**src/rtl/hz_pkg.sv**
```systemverilog
// Shared types for the pipeline hazard controller.
// Assumes: a two-bit code for the Execute operand source.
package hz_pkg;

    localparam int unsigned EXE_FWD_W = 2;

    // Execute operand source codes; the datapath mux decodes these values.
    typedef enum logic [EXE_FWD_W-1:0] {
        FWD_REGFILE = 2'b00,
        FWD_WRITEBK = 2'b01,
        FWD_MEMSTG  = 2'b10
    } exe_fwd_e;

endpackage

```
**src/rtl/hz_exe_fwd.sv**
```systemverilog
// Execute-stage operand steering for a single ALU source.
// Picks the Memory-stage ALU value over the Writeback value when both match,
// and never forwards for register 0 or from a stage that does not write.
module hz_exe_fwd
    import hz_pkg::*;
#(
    parameter int unsigned REG_AW = 5
) (
    input  logic [REG_AW-1:0] src,
    input  logic [REG_AW-1:0] mem_dst,
    input  logic              mem_wr,
    input  logic [REG_AW-1:0] wb_dst,
    input  logic              wb_wr,
    output exe_fwd_e          sel
);

    localparam logic [REG_AW-1:0] ZERO_REG = '0;

    logic live_src;
    logic hit_mem;
    logic hit_wb;

    // Qualify each candidate producer against this source.
    always_comb begin
        live_src = (src != ZERO_REG);
        hit_mem  = live_src && mem_wr && (src == mem_dst);
        hit_wb   = live_src && wb_wr && (src == wb_dst);
    end

    // Youngest producer wins.
    always_comb begin
        if (hit_mem)
            sel = FWD_MEMSTG;
        else if (hit_wb)
            sel = FWD_WRITEBK;
        else
            sel = FWD_REGFILE;
    end

endmodule

```
**src/rtl/hz_dec_fwd.sv**
```systemverilog
// Decode-stage comparator steering for a single branch source.
// Only the Memory-stage ALU value is a candidate: Writeback results reach
// the register file read in the same cycle because writes land first.
module hz_dec_fwd #(
    parameter int unsigned REG_AW = 5
) (
    input  logic [REG_AW-1:0] src,
    input  logic [REG_AW-1:0] mem_dst,
    input  logic              mem_wr,
    output logic              sel
);

    localparam logic [REG_AW-1:0] ZERO_REG = '0;

    // Forward when the Memory stage will write this non-zero source.
    always_comb begin
        sel = (src != ZERO_REG) && mem_wr && (src == mem_dst);
    end

endmodule

```
**src/rtl/hz_stall.sv**
```systemverilog
// Stall and flush decision for the pipeline front end.
// Raises a stall for load-use and for branch operands still in flight;
// the stall freezes Fetch and Decode and bubbles Execute. A taken branch
// clears Decode only when no stall is raised in the same cycle.
module hz_stall #(
    parameter int unsigned REG_AW = 5
) (
    input  logic [REG_AW-1:0] dec_src_a,
    input  logic [REG_AW-1:0] dec_src_b,
    input  logic [REG_AW-1:0] exe_dst,
    input  logic [REG_AW-1:0] mem_dst,
    input  logic              exe_wr,
    input  logic              exe_load,
    input  logic              mem_load,
    input  logic              dec_branch,
    input  logic              dec_equal,
    output logic              stall,
    output logic              flush_dec
);

    logic exe_hits_dec;
    logic mem_hits_dec;
    logic load_use;
    logic branch_wait;

    // Compare downstream destinations with both Decode sources.
    always_comb begin
        exe_hits_dec = (exe_dst == dec_src_a) || (exe_dst == dec_src_b);
        mem_hits_dec = (mem_dst == dec_src_a) || (mem_dst == dec_src_b);
    end

    // Load data is late: the next consumer must wait one cycle.
    always_comb begin
        load_use = exe_load && exe_hits_dec;
    end

    // Early branch compare needs operands not still in Execute or in a load.
    always_comb begin
        branch_wait = dec_branch &&
                      ((exe_wr && exe_hits_dec) || (mem_load && mem_hits_dec));
    end

    // Stall has priority over the taken-branch clear.
    always_comb begin
        stall     = load_use || branch_wait;
        flush_dec = dec_branch && dec_equal && !stall;
    end

endmodule

```
**src/rtl/pipe_hazard_ctl.sv**
```systemverilog
// Hazard controller for a five-stage in-order pipeline with branches
// resolved in Decode. Purely combinational: all outputs follow the current
// stage contents. Assumes the register file writes before it reads.
module pipe_hazard_ctl
    import hz_pkg::*;
#(
    parameter int unsigned REG_AW = 5
) (
    input  logic [REG_AW-1:0] dec_src_a,
    input  logic [REG_AW-1:0] dec_src_b,
    input  logic [REG_AW-1:0] exe_src_a,
    input  logic [REG_AW-1:0] exe_src_b,
    input  logic [REG_AW-1:0] exe_dst,
    input  logic [REG_AW-1:0] mem_dst,
    input  logic [REG_AW-1:0] wb_dst,
    input  logic              exe_wr,
    input  logic              mem_wr,
    input  logic              wb_wr,
    input  logic              exe_load,
    input  logic              mem_load,
    input  logic              dec_branch,
    input  logic              dec_equal,
    output logic [1:0]        exe_fwd_a,
    output logic [1:0]        exe_fwd_b,
    output logic              dec_fwd_a,
    output logic              dec_fwd_b,
    output logic              hold_fetch,
    output logic              hold_decode,
    output logic              kill_decode,
    output logic              kill_execute
);

    localparam int unsigned N_OPND = 2;

    logic [REG_AW-1:0] exe_src [N_OPND];
    logic [REG_AW-1:0] dec_src [N_OPND];
    exe_fwd_e          exe_sel [N_OPND];
    logic              dec_sel [N_OPND];
    logic              stall;
    logic              flush_dec;

    // Gather operands into arrays for the per-operand instances.
    always_comb begin
        exe_src[0] = exe_src_a;
        exe_src[1] = exe_src_b;
        dec_src[0] = dec_src_a;
        dec_src[1] = dec_src_b;
    end

    for (genvar g = 0; g < N_OPND; g++) begin : g_opnd
        hz_exe_fwd #(.REG_AW(REG_AW)) u_exe_fwd (
            .src     (exe_src[g]),
            .mem_dst (mem_dst),
            .mem_wr  (mem_wr),
            .wb_dst  (wb_dst),
            .wb_wr   (wb_wr),
            .sel     (exe_sel[g])
        );

        hz_dec_fwd #(.REG_AW(REG_AW)) u_dec_fwd (
            .src     (dec_src[g]),
            .mem_dst (mem_dst),
            .mem_wr  (mem_wr),
            .sel     (dec_sel[g])
        );
    end

    hz_stall #(.REG_AW(REG_AW)) u_stall (
        .dec_src_a  (dec_src_a),
        .dec_src_b  (dec_src_b),
        .exe_dst    (exe_dst),
        .mem_dst    (mem_dst),
        .exe_wr     (exe_wr),
        .exe_load   (exe_load),
        .mem_load   (mem_load),
        .dec_branch (dec_branch),
        .dec_equal  (dec_equal),
        .stall      (stall),
        .flush_dec  (flush_dec)
    );

    // Drive the stage controls and selects.
    always_comb begin
        exe_fwd_a    = exe_sel[0];
        exe_fwd_b    = exe_sel[1];
        dec_fwd_a    = dec_sel[0];
        dec_fwd_b    = dec_sel[1];
        hold_fetch   = stall;
        hold_decode  = stall;
        kill_execute = stall;
        kill_decode  = flush_dec;
    end

endmodule

```
**config.mk**
```make
export PLATFORM = sky130hd
export DESIGN_NAME = pipe_hazard_ctl
export DESIGN_NICKNAME = d
export VERILOG_FILES = /design/src/rtl/hz_pkg.sv /design/src/rtl/hz_exe_fwd.sv /design/src/rtl/hz_dec_fwd.sv /design/src/rtl/hz_stall.sv /design/src/rtl/pipe_hazard_ctl.sv
export SDC_FILE = /design/constraint.sdc
export NUM_CORES = 1
export LEC_CHECK = 0
export ABC_CLOCK_PERIOD_IN_PS = 2000
export BUFFER_PORTS_ARGS = -buffer_cell sky130_fd_sc_hd__buf_4
export CORE_MARGIN = 5
export CORE_UTILIZATION = 37
export DETAILED_ROUTE_END_ITERATION = 16
export GPL_ROUTABILITY_DRIVEN = 0
export PLACE_DENSITY_LB_ADDON = 0.1
export RECOVER_POWER = 25
export SLEW_MARGIN = 20
export SYNTH_ARGS = -nofsm -noshare
export SYNTH_HDL_FRONTEND = slang
export SYNTH_SLANG_ARGS = --single-unit
```
**constraint.sdc**
```tcl
create_clock -name vclk -period 2
set_input_delay 0.5 -clock vclk [all_inputs]
set_output_delay 0.5 -clock vclk [all_outputs]
set_load 0.005 [all_outputs]
```
==> impl_metrics.py <==
metrics = {
    "floorplanning": {
        "die_y_um": 50.8,
        "die_x_um": 50.8,
        "rows": 14,
        "io_pins": 52,
        "start_util_pct": 39.9,
        "dieArea_sq_um": 2580,
        "core_sq_um": 1540,
    },
    "timing": {
        "final_hold_viol_count": 0,
        "rsz0062_at_grt": "yes",
        "fmax_mhz": 445,
        "setup_viol": 9,
        "fin_ws_ns": -0.248,
        "fin_crit_sh_pct": 112,
        "worst_pin_slew_ns": 0.268,
        "fin_crit_ns": 2.25,
        "slew_viol_final": 0,
        "slew_headroom_pct": 82.1,
    },
    "global_route": {
        "grt_pass1_vias": 862,
        "gr-total-overflow": 0,
        "grt_usage_pct": 18.8,
        "antenna_found_initial": 0,
        "grt_pass1_wl_mm": 3.89,
        "grt_max_degree": 5,
    },
    "route": {
        "first_pass_iters": 4,
        "vias_per_cell": 5.19,
        "drc": 0,
        "ant_nets": 0,
        "vias": 804,
        "dr.first_iter.drc_count": 11,
        "wirelength_mm": 2.76,
        "wl_per_cell_um": 17.8,
    },
    "critical_path": {
        "path_class": "in -> out",
        "critPathCaptureType": "output port",
        "crit_chain": "buf_6 -> or4_4 -> nor2_4 -> nor4_4 -> nor4_2 -> buf_4",
        "cp.required_ns": 1.50,
        "cp.arrival_ns": 1.75,
        "cp_max_fo": 2,
        "slowest_stage": "or4_4",
        "startpoint_type": "input pin",
        "max_stage_delay_ns": 0.53,
    },
    "hold_path": {
        "min_path_type": "in -> out",
        "min_path_cells": 3,
        "min_from": "dec_equal",
        "worstHoldEndpoint": "kill_decode",
    },
    "layout": {
        "fin_util_pct": 87.5,
        "fin_area_sq_um": 1350,
        "final_layout_size_suffix_gt1_share_pct": 68.3,
        "final.clkbuf_count": 0,
        "seq_cell_count": 0,
        "areaGrowthSynthToFinish_pct": 119,
        "nets": 183,
        "diodes": 0,
        "seqCellArea_sq_um": 0,
    },
    "synth": {
        "synth_top_cell_area_share_pct": 39.8,
        "synthesis.nets": 118,
        "synthCells": 76,
        "yosysWarnings": 0,
        "ys_seq_area_share_pct": 0,
        "synth_area_sq_um": 616,
        "synth_top_area_cell": "xnor2_1",
        "ys_top_cells_by_area": "xnor2_1, xor2_1, nor4_2, nand4_1, buf_4",
        "synth_cell_types": 19,
        "syn_avg_cell_area_sq_um": 8.10,
    },
    "placed_design": {
        "pre_cts_ws_ns": -0.230,
        "io_buffers": 52,
        "place_area_sq_um": 1090,
    },
    "power_and_ir_drop": {
        "p_per_area_nw_per_um2": 212,
        "power_uw": 286,
        "ir_drop_v": 0.000133,
        "leakage_nw": 0.587,
    },
    "run": {
        "maxCapViolations": 0,
    },
    "run_status": {
        "status": "finished with violations",
        "violations": "setup timing",
    },
}
## worst max-delay path: cells and delay by family
family,cells,cell delay [ns]
AND/OR/NAND/NOR,4,0.99
buffers and inverters,2,0.25
## logic make-up (layout without fill, tap and decap cells)
group / count (synthesis) / count (layout) / synth area share [%]
xor gates and xnor gates: 40 / 40 / 56.9
and+or+nand+nor: 24 / 24 / 30.3
AOI/OAI and AO/OA: 6 / 6 / 6.71
buffers and inverters: 6 / 69 / 6.10
## per-stage QoR
stage | hold slack, ns | TNS, ns | instances
after floorplan | 1.09 | 0 | 76
after global placement | 1.34 | -0.546 | 151
after detailed placement | 1.35 | -0.854 | 151
after CTS | 1.35 | -0.673 | 153
after global routing | 1.36 | -1.27 | 155
final | 1.35 | -0.733 | 155
## synthesized netlist by cell type
cell type   n
and4_1      1
nand4_1     5
xor2_1     12
clkbuf_1    1
inv_1       1
nor2_4      2
nand2_1     2
nor4_1      1
o311a_1     2
a21oi_1     1
xnor2_1    28
or3_1       2
or4_4       2
nor3_1      3
nor4_2      4
a31oi_1     1
o21ai_0     2
nand3_1     2
buf_4       4
## where the power goes
| group | internal (mW) | total [mW] | switching, mW |
|---|---|---|---|
| registers | 0 | 0 | 0 |
| logic | 0.165 | 0.286 | 0.121 |
| clock network | 0 | 0 | 0 |
| total | 0.165 | 0.286 | 0.121 |
## final cells by class
type / count / area (sq um)
Tap cell: 16 / 20.0
Inverter: 1 / 3.75
Fill cell: 78 / 193
Multi-Input combinational cell: 70 / 721
Timing Repair Buffer: 68 / 604
## worst max-delay path by stage
stage                 start      endpoint  slack [ns]  cells past startpoint
2_1_floorplan    mem_dst[4]    hold_fetch        0.03                      7
3_3_place_gp   exe_src_a[0]  exe_fwd_a[0]       -0.19                      6
3_5_place_dp   exe_src_a[0]  exe_fwd_a[0]       -0.23                      6
4_1_cts        exe_src_a[0]  exe_fwd_a[0]       -0.23                      6
5_1_grt        exe_src_a[0]  exe_fwd_a[0]       -0.31                      6
6_report       exe_src_a[0]  exe_fwd_a[0]       -0.25                      6
## layer usage
| layer | up-vias | wire (um) | track usage (%) |
|---|---|---|---|
| met4 | 0 | 15 | 1.28 |
| met3 | 2 | 137 | 1.18 |
| li1 | 393 | - | - |
| met5 | - | 0 | 0 |
| met2 | 27 | 1590 | 36.4 |
| met1 | 382 | 1020 | 23.0 |
## cells in the final DEF, fill, tap and decap left out, drive strengths merged
cell and count:
inv 1, clkbuf 1, nor4 5, nand2 2, xnor2 28, nand4 5
nor3 3, xor2 12, o21ai 2, or3 2, buf 67, a31oi 1
nor2 2, and4 1, a21oi 1, o311a 2, nand3 2, or4 2
## timing repair
action | in CTS | in global routing
resized for setup | 22 | 23
buffers inserted | 4 | 3
setup endpoints to repair | 8 | 9
hold buffers | 0 | 0
pin swaps | 11 | 15
Power figures use the tool's default switching activity.
